==> src/rtl/vec_operand_fetch.sv <==
module vec_operand_fetch #(
  parameter int LANES   = 4,
  parameter int FW      = 24,
  parameter int IDXW    = 7,
  parameter int AREGW   = 8,
  parameter int NUM_IN  = 16,
  parameter int NUM_TMP = 16,
  parameter int NUM_UNI = 96,
  parameter int NUM_OUT = 8,
  localparam int SELW   = $clog2(LANES),
  localparam int VW     = LANES * FW,
  localparam int DESCW  = LANES + 2 * (LANES * SELW + 1),
  localparam int LIDXW  = $clog2(NUM_UNI),
  localparam int DIDXW  = $clog2(NUM_TMP)
) (
  input  logic             clk,
  input  logic             rst_n,
  input  logic             in_valid,
  input  logic             in_inverted,
  input  logic [IDXW-1:0]  in_src1,
  input  logic [IDXW-1:0]  in_src2,
  input  logic [IDXW-1:0]  in_dst,
  input  logic [1:0]       in_asel,
  input  logic [AREGW-1:0] in_areg0,
  input  logic [AREGW-1:0] in_areg1,
  input  logic [DESCW-1:0] in_desc,
  output logic [1:0]       rd1_kind,
  output logic [LIDXW-1:0] rd1_idx,
  input  logic [VW-1:0]    rd1_data,
  output logic [1:0]       rd2_kind,
  output logic [LIDXW-1:0] rd2_idx,
  input  logic [VW-1:0]    rd2_data,
  output logic             out_valid,
  output logic             out_err,
  output logic [VW-1:0]    out_op1,
  output logic [VW-1:0]    out_op2,
  output logic [LANES-1:0] out_mask,
  output logic [1:0]       out_dst_kind,
  output logic [DIDXW-1:0] out_dst_idx
);
  localparam int SW       = ((IDXW > AREGW) ? IDXW : AREGW) + 2;
  localparam int NEG1_BIT = LANES + LANES * SELW;
  localparam int SEL2_LO  = NEG1_BIT + 1;
  localparam int NEG2_BIT = SEL2_LO + LANES * SELW;
  localparam logic signed [SW-1:0] S_TMP = SW'(NUM_IN);
  localparam logic signed [SW-1:0] S_UNI = SW'(NUM_IN + NUM_TMP);
  localparam logic signed [SW-1:0] S_END = SW'(NUM_IN + NUM_TMP + NUM_UNI);

  function automatic logic [LIDXW+1:0] decode_src(input logic signed [SW-1:0] x);
    if (x < 0)          return '0;
    else if (x < S_TMP) return {2'd1, LIDXW'(x)};
    else if (x < S_UNI) return {2'd2, LIDXW'(x - S_TMP)};
    else if (x < S_END) return {2'd3, LIDXW'(x - S_UNI)};
    else                return '0;
  endfunction

  logic signed [AREGW-1:0] aoff;
  logic signed [SW-1:0]    s1_eff, s2_eff;

  assign aoff   = (in_asel == 2'd1) ? in_areg0 : (in_asel == 2'd2) ? in_areg1 : '0;
  assign s1_eff = signed'(SW'({1'b0, in_src1})) + SW'(aoff);
  assign s2_eff = signed'(SW'({1'b0, in_src2}));

  assign {rd1_kind, rd1_idx} = decode_src(s1_eff);
  assign {rd2_kind, rd2_idx} = decode_src(s2_eff);

  logic [VW-1:0] d1, d2, sw1, sw2;
  assign d1 = (rd1_kind == 2'd0) ? '0 : rd1_data;
  assign d2 = (rd2_kind == 2'd0) ? '0 : rd2_data;

  for (genvar l = 0; l < LANES; l++) begin : g_lane
    logic [SELW-1:0] sel1, sel2;
    assign sel1 = in_desc[LANES + SELW*l +: SELW];
    assign sel2 = in_desc[SEL2_LO + SELW*l +: SELW];
    assign sw1[FW*l +: FW] = d1[FW*sel1 +: FW] ^ {in_desc[NEG1_BIT], {(FW-1){1'b0}}};
    assign sw2[FW*l +: FW] = d2[FW*sel2 +: FW] ^ {in_desc[NEG2_BIT], {(FW-1){1'b0}}};
  end

  logic [1:0]       dk;
  logic [DIDXW-1:0] di;
  always_comb begin
    dk = 2'd0;
    di = '0;
    if (int'(in_dst) < NUM_OUT) begin
      dk = 2'd1;
      di = DIDXW'(in_dst);
    end else if (int'(in_dst) >= NUM_IN && int'(in_dst) < NUM_IN + NUM_TMP) begin
      dk = 2'd2;
      di = DIDXW'(in_dst - IDXW'(NUM_IN));
    end
  end

  always_ff @(posedge clk) begin
    if (!rst_n) begin
      out_valid    <= 1'b0;
      out_err      <= 1'b0;
      out_op1      <= '0;
      out_op2      <= '0;
      out_mask     <= '0;
      out_dst_kind <= '0;
      out_dst_idx  <= '0;
    end else begin
      out_valid    <= in_valid & ~in_inverted;
      out_err      <= in_valid & in_inverted;
      out_op1      <= sw1;
      out_op2      <= sw2;
      out_mask     <= in_desc[LANES-1:0];
      out_dst_kind <= dk;
      out_dst_idx  <= di;
    end
  end

  logic [VW-1:0] mag_mask;
  for (genvar l = 0; l < LANES; l++) begin : g_mag
    assign mag_mask[FW*l +: FW] = {1'b0, {(FW-1){1'b1}}};
  end


  uni_range_chk: assert property (@(posedge clk) disable iff (!rst_n)
    (in_valid && rd1_kind == 2'd3) |-> int'(rd1_idx) < NUM_UNI);


  same_decode_chk: assert property (@(posedge clk) disable iff (!rst_n)
    (in_valid && in_asel == 2'd0 && in_src1 == in_src2) |-> (rd1_kind == rd2_kind && rd1_idx == rd2_idx));


  dummy_zero_chk: assert property (@(posedge clk) disable iff (!rst_n)
    (in_valid && rd1_kind == 2'd0) |=> ((out_op1 & mag_mask) == '0));


  dst_kind_chk: assert property (@(posedge clk) disable iff (!rst_n)
    out_dst_kind != 2'd3 && (out_dst_kind != 2'd0 || out_dst_idx == '0));


  err_excl_chk: assert property (@(posedge clk) disable iff (!rst_n)
    !(out_valid && out_err));


  issue_latency_chk: assert property (@(posedge clk) disable iff (!rst_n)
    (out_valid || out_err) |-> $past(in_valid));
endmodule

==> config.mk <==
export PLATFORM = sky130hd
export DESIGN_NAME = vec_operand_fetch
export DESIGN_NICKNAME = d
export VERILOG_FILES = /design/src/rtl/vec_operand_fetch.sv
export SDC_FILE = /design/constraint.sdc
export NUM_CORES = 1
export LEC_CHECK = 0
export ABC_AREA = 1
export BUFFER_PORTS_ARGS = -buffer_cell sky130_fd_sc_hd__buf_2
export CORE_AREA = 10 10 179 181
export DETAILED_ROUTE_END_ITERATION = 8
export DIE_AREA = 0 0 189 191
export PLACE_DENSITY = 0.69
export SLEW_MARGIN = 20
export SYNTH_ARGS = -nofsm -noshare
export SYNTH_HDL_FRONTEND = slang
export SYNTH_SLANG_ARGS = --single-unit
==> constraint.sdc <==
create_clock -name clk -period 7.9 [get_ports clk]
set_input_delay 1.58 -clock clk [delete_from_list [all_inputs] [get_ports clk]]
set_output_delay 1.58 -clock clk [all_outputs]
set_load 0.005 [all_outputs]
Word-level counts from Yosys, hierarchy flattened
Index checks and enable logic that the tools add are counted.
{ "totals": {"elab_cells": 75, "output_inout_bits": 222, "inputBits": 257, "register_bits": 204} }
{ "op_classes": {"muxes": 16, "n_eq_ne": 2, "addsub": 6, "n_reduce_logical": 4, "order_cmp": 11, "n_mul": 8, "n_shift": 8, "bitwise": 12} }
{ "op_table": {"columns": ["op", "count"], "rows": [
  ["$shiftx 96x8->24", 8],
  ["$mux 96", 2],
  ["$xor 24x24->24", 8],
  ["$mux 9", 8],
  ["$mul 2x2->4 const A", 8],
  ["$mux 8", 2],
  ["$lt 7x6->1 const B", 2],
  ["$sub 7x6->7 const B", 2],
  ["$add 8x8->9", 1],
  ["$lt 9x1->1 const B", 1],
  ["$lt 9x6->1 const B", 1],
  ["$lt 9x7->1 const B", 1],
  ["$lt 9x9->1 const B", 1],
  ["$lt 7x8->1 const B", 1],
  ["$mux 4", 2],
  ["$ge 7x5->1 const B", 1],
  ["$lt 7x1->1 const B", 1],
  ["$lt 7x4->1 const B", 1],
  ["$lt 7x5->1 const B", 1],
  ["$sub 7x5->7 const B", 1],
  ["$sub 7x7->7 const B", 1],
  ["$logic_not 2->1", 2],
  ["$sub 4x1->4 const B", 1],
  ["$and 1x1->1", 2],
  ["other kinds (7)", 8]
]} }

Logic depth before layout (Yosys ltp)
Gate-level depths: netlist of the first run.
{ "logic_depth": {"ltp_word": 13, "ltp_mapped": 19, "mapped_depth_nobuf": 18} }

Least setup slack after synthesis of the first run
Ideal clock, no wire load.
{ "synth_path": {"kind": "input port to output port", "start": "input port in_asel[0]", "end": "output port rd1_idx[6]", "path_stages": 15, "required_time_ps": 6320, "n_path_buf": 1, "arrival_time_ps": 3613, "slack_ps": 2707, "cell_sequence": "buf_4 nor2_8 nand2_1 nand2_1 ha_1 fa_1 nand2_1 nand3_1 xnor2_1 ha_1 inv_1 nand2_1 nand3_1 nand2_1 nor2_1"} }
{ "synth_via": {"elab_chain_len": 9, "word_cells_on_any_way": 15, "cone_classes": "add/sub (3); order compare (4); eq/ne (2); mux (6)"} }
{ "synth_lines": {"columns": ["element", "line_no", "rtl"], "rows": [
  ["start: declaration", "23", "input logic [1:0] in_asel,"],
  ["$eq 2x2->1", "60", "assign aoff = (in_asel == 2'd1) ? in_areg0 : (in_asel == 2'd2) ? in_areg1 : '0;"],
  ["$mux 8", "60", null],
  ["$mux 8 (*)", "60", null],
  ["$add 8x8->9 (*)", "61", "assign s1_eff = signed'(SW'({1'b0, in_src1})) + SW'(aoff);"],
  ["$lt 9x9->1 / $sub 7x7->7 (equally long branches)", "53", "else if (x < S_END) return {2'd3, LIDXW'(x - S_UNI)};"],
  ["$mux 9", "53", null],
  ["$mux 9", "52", "else if (x < S_UNI) return {2'd2, LIDXW'(x - S_TMP)};"],
  ["$mux 9", "51", "else if (x < S_TMP) return {2'd1, LIDXW'(x)};"],
  ["$mux 9 (*)", "50", "if (x < 0) return '0;"],
  ["end: declaration", "28", "output logic [LIDXW-1:0] rd1_idx,"]
]} }
Mark *: on every way between the ends. The rest lies on a longest branch, timed or not.

Worst setup path in the final report of the first run
{ "layout_path": {"start": "input port in_asel[1]", "end": "output port rd1_idx[5]"} }
The elaborated chain is that of the path after synthesis.

==> qor.yml, run 1 <==
clock_tree:
  cts_setup_buffers: 0
  cts_hold_buf: 0
  cts_sinks: 204
  cts-root-buf: "clkbuf_16"
  cts.htree.levels: 1
  cts_buffers: 24
  cts.path.max_buffers: 3
  clk_pin_slew_ps: 60
  cts_tree: "yes"
  cts-resized-gates: 0
logic_synthesis:
  synth.net_count: 2035
  syn_area_um2: 11800
  syn_inst: 1767
  ys_types: 32
  ys_ff_latch: 204
  yosysSeqAreaShare_pct: 34.7
  yosys_warnings: 0
  avgSynthCellArea_um2: 6.65
critical_path:
  critPathMaxFanout: 82
  critPathLaunchType: "primary input"
  end_kind: "output port"
  worstPathRequired_ps: 6320
  critical_path_class: "primary input to output port"
  arrival_ps: 4350
sta:
  tns_ps: 0
  fin_crit_sh_pct: 75.1
  finalSetupViolCount: 0
  worst_pin_slew_ps: 1100
  fmax_mhz: 169
  fin_hold_ws_ps: 1230
  grt_setup_unrepaired: "no"
  period_needed_ps: 5930
  relSlewSlack_pct: 26.2
  final_max_slew_viol_count: 0
  hold_viol_final: 0
run_status:
  outcome: "finished clean"
global_route:
  overflow: 0
  grt_pass1_vias: 13500
  grt_max_degree: 109
  antenna_found_initial: 5
  grt_pass1_wl_um: 77200
  grt_usage_pct: 26.1
route:
  post_drt_wl_per_cell_um: 20.0
  viasPerCell: 5.70
  vias: 14400
  dr.pass1.iters: 5
  ant_nets: 0
  routed_wl_um: 50400
  drt-initial-drc-count: 1568
  drcViolationCount: 0
final_layout:
  nNetsFinal: 2382
  layout-drive-gt1-share_pct: 26.4
  regArea_um2: 4080
  multiInputGateArea_um2: 6550
  area_delta_synth_final_pct: 26.1
  mostFrequentLayoutCell: "buf_2"
  final_cell_mix: "470 x buf_2, 372 x a21oi_1, 342 x nand2_1, 204 x dfxtp_1, 158 x o21ai_0"
  num-fill-cells: 2876
  utilization_pct: 52.1
power:
  power_leakage_uw: 0.00723
  ir_drop_uv: 143
  cellPowerDensity_nw_per_um2: 205
hold_path:
  hold_path.class: "primary input to register"
die:
  die_h_um: 191
  die-area_um2: 36100
  boundaryPins: 479
  die_width_um: 189
  start_util_pct: 41.3
  num_rows: 62
  core_area_um2: 28500
placed_design:
  gp_congestion: 0.884
  hpwl_um: 35200
  portBuffers: 470
flow_run:
  maxCapViolations: 0
==> worst max-delay path, cell delays in order <==
cell and delay (ps):
buf_2 100, inv_2 160, nor2_8 60, nand2_1 60
nand2_1 50, ha_1 370, nand2_1 90, nor2_1 90
nand2_1 60, nand3_1 100, nand2_1 100, nand2_4 70
buf_4 760, nand4_1 300, nand2_1 160, nor2_1 80
buf_2 140
==> metrics by stage <==
| step | cells | instance area, um^2 | setup WS, ps | total power [uW] |
|---|---|---|---|---|
| after floorplan | 1767 | 11800 | 2710 | 1610 |
| after global placement | 2472 | 14000 | 2030 | 1900 |
| after detailed placement | 2472 | 14000 | 1990 | 1910 |
| after CTS | 2515 | 14800 | 1980 | 3040 |
| after global routing | 2519 | 14800 | 1710 | 3180 |
| final | 2519 | 14800 | 1970 | 3030 |
==> registers in the layout (all words and copies together) (netlist names) <==
register and cells:
out_op1 96, out_dst_idx 4, out_valid 1, out_op2 96, out_mask 4, out_dst_kind 2
out_err 1
==> Yosys cell counts <==
cell type	count	area [um^2]
a21oi_1	372	1860
a31oi_1	1	6.26
and2_1	1	6.26
buf_1	25	93.8
buf_2	13	65.1
buf_4	5	37.5
buf_6	5	56.3
buf_8	2	30.0
clkbuf_1	117	439
clkinv_1	2	7.51
dfxtp_1	204	4080
fa_1	1	20.0
ha_1	10	125
inv_1	104	390
inv_2	3	11.3
nand2_1	343	1290
nand2_2	1	6.26
nand3_1	129	646
nand3_2	28	280
nand3b_1	1	7.51
nand4_1	9	56.3
nor2_1	66	248
nor2_8	1	20.0
nor3_1	2	10.0
o211ai_1	122	916
o21ai_0	158	791
o21ai_1	30	150
o32ai_1	4	35.0
or2_1	1	6.26
or2_2	1	6.26
xnor2_1	3	26.3
xor2_1	3	26.3
==> worst paths after layout <==
kind / startpoint / to / slack, ps / depth (start not counted)
max: in_asel[1] / rd1_idx[5] / 1970 / 17
min: in_inverted / out_valid / 1230 / 2
==> kinds of logic (layout without fill, tap and decap cells) <==
family | after synthesis | after routing | share of synthesized area (%)
compound gates | 687 | 687 | 32.0
xor+xnor | 6 | 6 | 0.447
fa+ha+maj | 11 | 11 | 1.23
buf+inv | 276 | 640 | 9.62
flops | 204 | 204 | 34.7
other cells | 0 | 4 | 0
simple gates | 583 | 583 | 22.0
==> final cells by class <==
class,instances,area share [%]
repair buffers,488,16.8
clock buffers,33,4.62
multi-input cells,1287,44.1
flip-flops and latches,204,27.5
inverters,109,2.79
clock inverters,10,0.776
diodes,4,0.0675
well taps,384,3.24
==> per-layer routing <==
metal | up-vias | share of wire [%] | global-route usage (%)
met4 | 2 | 4.1 | 11.2
met1 | 6557 | 37 | 31.2
met3 | 127 | 12 | 7.54
met5 | - | 0.020 | 0
met2 | 914 | 47 | 43.0
li1 | 6768 | - | -
==> report_power, final <==
group / switching (uW) / internal, uW
Clock: 464 / 674
Combinational: 486 / 270
Sequential: 29.5 / 1110
Total: 980 / 2050
No activity file was read; power rests on OpenSTA's default activity.
==> inputs of run 2 (changes only) <==
- CORE_AREA: 10 10 179 181 -> 10 10 176 178
- DIE_AREA: 0 0 189 191 -> 0 0 186 188
- PLACE_DENSITY: 0.69 -> 0.71
- clock period: 7.9 -> 5.5 ns (I/O delays scaled with it)
==> qor.yml, run 2 (synthesis results as in run 1) <==
critical_path:
  critical_path_class: "primary input to output port"
  path_cells: "buf_2 > inv_2 > nor2_8 > nand2_1 > nand2_1 > ha_1 > fa_1 > nand2_1 > nand3_1 > xnor2_1 > ha_1 > nand2_1 > nand4_1 > nand2_1 > nor2_1 > buf_2"
  critPathMaxFanout: 9
  cp_num_buf_inv: 3
  path_common_cell: "nand2_1"
  end_kind: "output port"
  slowest_delay_ps: 460
  crit_family: "adder cells"
  cpMaxStageDelayCell: "fa_1"
  critPathLaunchType: "primary input"
  worstPathRequired_ps: 4400
  arrival_ps: 3620
placed_design:
  portBuffers: 470
  gp_congestion: 0.918
  place_worst_setup_slack_ps: 807
  hpwl_um: 35900
final_layout:
  final_cell_mix: "470 x buf_2, 372 x a21oi_1, 342 x nand2_1, 204 x dfxtp_1, 158 x o21ai_0"
  nNetsFinal: 2384
  layout-drive-gt1-share_pct: 26.4
  largest_registers: "out_op1 (96), out_op2 (96)"
  area_delta_synth_final_pct: 25.9
  mostFrequentLayoutCell: "buf_2"
sta:
  fin_ws_ps: 777
  finalSetupViolCount: 0
  grt_setup_unrepaired: "no"
  tns_ps: 0
  period_needed_ps: 4720
  fin_hold_ws_ps: 761
  fmax_mhz: 212
  worst_pin_slew_ps: 1040
  fin_crit_sh_pct: 85.9
  final_max_slew_viol_count: 0
  relSlewSlack_pct: 30.3
  hold_viol_final: 0
clock_tree:
  cts.htree.levels: 1
  cts-root-buf: "clkbuf_16"
  cts_hold_buf: 0
  cts_tree: "yes"
  cts-resized-gates: 0
  clk_pin_slew_ps: 60
  cts_buffers: 24
  cts.path.max_buffers: 3
  cts_sinks: 204
  cts_setup_buffers: 0
power:
  ir_drop_uv: 197
  clkPwrFrac_pct: 36.8
  power_switching_share_pct: 32.1
  p_switching_uw: 1380
  seq_power_share_pct: 38.0
  p_comb_share_pct: 25.2
  cellPowerDensity_nw_per_um2: 291
  power_leakage_uw: 0.00724
  p_int_uw: 2930
route:
  viasPerCell: 5.77
  ant_nets: 0
  routed_wl_um: 50700
  vias: 14400
  drcViolationCount: 0
  drt-initial-drc-count: 1521
  post_drt_wl_per_cell_um: 20.3
  dr.pass1.iters: 6
run_status:
  outcome: "finished clean"
die:
  die_h_um: 188
  start_util_pct: 42.8
  die_width_um: 186
  num_rows: 61
  core_area_um2: 27500
  die-area_um2: 35000
  boundaryPins: 479
global_route:
  overflow: 0
  antenna_found_initial: 13
  grt_pass1_wl_um: 77300
  grt_max_degree: 129
  grt_usage_pct: 27.1
  grt_pass1_vias: 13600
hold_path:
  hold_path.class: "primary input to register"
flow_run:
  maxCapViolations: 0
-- run 2: changes by cell type in the layout (fill, tap and decap cells not counted), sizes merged --
cell	delta
diode	+10
clkinv	-1
bufinv	-1
buf	+2
clkinvlp	-2
clkbuf	+3
-- run 2: through the flow --
step	instances	instance area, um^2	utilization, %	power (uW)
4_1_cts	2478	14800	53.7	4330
2_1_floorplan	1767	11800	-	2310
3_5_place_dp	2436	14000	50.9	2740
5_1_grt	2491	14800	53.8	4530
6_report	2492	14800	53.8	4310
3_3_place_gp	2436	14000	50.9	2720
-- run 2: final cells by class --
type	instances	area, um^2
tap	346	433
clock buffer	36	717
fill	2735	12700
timing repair buffer	490	2500
multi-input combinational	1287	6550
antenna	14	35.0
clock inverter	6	57.6
sequential	204	4080
inverter	109	414
-- run 2: power by group through the flow --
stage	registers [uW]	clock network [uW]	logic, uW
floorplan	1670	0	635
global placement	1670	0	1050
detailed placement	1670	0	1070
CTS	1640	1610	1070
global route	1650	1670	1210
finish	1640	1590	1090
-- run 2: worst paths after layout --
path / depth (start not counted) / slack, ps / start / to
worst max-delay path: 16 / 780 / in_asel[1] / rd1_idx[6]
worst min-delay path: 2 / 760 / in_inverted / out_valid
-- run 2: per-layer routing --
metal  vias up  routed length [um]  track usage, %
li1       6787                   -               -
met5         -                   0               0
met2       926               24200            44.5
met3       112                5790            7.17
met4         0                1830            11.6
met1      6554               18900            32.6
==> inputs of run 3 (changes only) <==
- CORE_AREA: 10 10 176 178 -> 10 10 177 179
- CTS_BUF_LIST: unset -> sky130_fd_sc_hd__clkbuf_8
- DIE_AREA: 0 0 186 188 -> 0 0 187 189
==> qor.yml, run 3 (synthesis results as in run 1) <==
sta:
  fin_crit_sh_pct: 84.5
  grt_setup_unrepaired: "no"
  tns_ps: 0
  final_max_slew_viol_count: 0
  fmax_mhz: 215
  relSlewSlack_pct: 26.7
  worst_pin_slew_ps: 1090
  period_needed_ps: 4650
  finalSetupViolCount: 0
  hold_viol_final: 0
critical_path:
  critical_path_class: "primary input to output port"
  critPathLaunchType: "primary input"
  end_kind: "output port"
  arrival_ps: 3550
  critPathMaxFanout: 9
  worstPathRequired_ps: 4400
clock_tree:
  cts.path.max_buffers: 3
  cts-resized-gates: 0
  clk_pin_slew_ps: 60
  cts_tree: "yes"
  cts_buffers: 39
  cts_hold_buf: 0
  cts.htree.levels: 2
  cts_sinks: 204
  cts-root-buf: "clkbuf_8"
  cts_setup_buffers: 0
route:
  drt-initial-drc-count: 1496
  routed_wl_um: 50900
  post_drt_wl_per_cell_um: 20.0
  drcViolationCount: 0
  viasPerCell: 5.70
  vias: 14500
  dr.pass1.iters: 5
  ant_nets: 0
hold_path:
  hold_path.class: "primary input to register"
  hold-path-cell-count: 2
final_layout:
  nNetsFinal: 2398
  layout-drive-gt1-share_pct: 26.9
  final_cell_mix: "470 x buf_2, 372 x a21oi_1, 342 x nand2_1, 204 x dfxtp_1, 158 x o21ai_0"
  final_cell_area_um2: 14800
  largest_registers: "out_op1 (96), out_op2 (96)"
  mostFrequentLayoutCell: "buf_2"
  area_delta_synth_final_pct: 25.9
placed_design:
  placed_area_um2: 14000
  hpwl_um: 36000
  gp_congestion: 0.907
  portBuffers: 470
global_route:
  grt_usage_pct: 26.8
  grt_max_degree: 130
  antenna_found_initial: 13
  grt_pass1_vias: 13900
  grt_pass1_wl_um: 77700
  overflow: 0
run_status:
  outcome: "finished clean"
die:
  boundaryPins: 479
  num_rows: 61
  core_area_um2: 27600
  die_h_um: 189
  die_width_um: 187
  die-area_um2: 35300
  start_util_pct: 42.5
power:
  power_leakage_uw: 0.00728
  cellPowerDensity_nw_per_um2: 283
  ir_drop_uv: 192
flow_run:
  maxCapViolations: 0
[run 3: changes by cell type in the layout (fill, tap and decap cells not counted), sizes merged]
cell	previous run	this run
buf	490	489
clkbuf	36	46
inv	107	121
[run 3: area by class of cell]
class | count | area (um^2)
Timing Repair Buffer | 489 | 2490
Fill cell | 2744 | 12800
Sequential cell | 204 | 4080
Clock inverter | 20 | 115
Multi-Input combinational cell | 1287 | 6550
Tap cell | 378 | 473
Antenna cell | 14 | 35.0
Clock buffer | 46 | 633
Inverter | 109 | 414
[run 3: path summary, 6_finish.rpt]
path / end / from / slack [ps]
setup / recovery: rd1_idx[6] / in_asel[1] / 850
hold / removal: out_valid / in_inverted / 740
[run 3: metal layers]
metal / global-route usage (%) / wire length [um] / up-vias
met5: 0 / 27 / -
met2: 44.0 / 24100 / 932
met1: 32.0 / 19200 / 6641
met3: 8.07 / 5840 / 112
met4: 11.3 / 1750 / 4
li1: - / - / 6817
[run 3: critical path, cell delays in order]
cell and delay [ps]:
buf_2 100, inv_2 170, nor2_8 70, nand2_1 60
nand2_1 50, ha_1 210, fa_1 460, nand2_1 100
nand3_1 120, xnor2_1 390, ha_1 310, inv_1 50
nand2_1 40, nand3_1 70, nand2_1 60, nor2_1 80
buf_2 120
[run 3: metrics by stage]
| step | utilization (%) | worst slack [ps] | hold slack [ps] | std cells | total power (uW) |
|---|---|---|---|---|---|
| after floorplan | - | 1270 | 1170 | 1767 | 2310 |
| after global placement | 50.7 | 876 | 1280 | 2467 | 2720 |
| after detailed placement | 50.7 | 886 | 1280 | 2467 | 2740 |
| after CTS | 53.4 | 862 | 716 | 2533 | 4210 |
| after global routing | 53.5 | 623 | 730 | 2543 | 4410 |
| final | 53.6 | 853 | 741 | 2547 | 4190 |
[run 3: power breakdown]
group          internal (uW)  total [uW]  switching (uW)
Clock                    803        1470             666
Combinational            388        1080             694
Sequential              1600        1640            45.1
Total                   2790        4190            1410
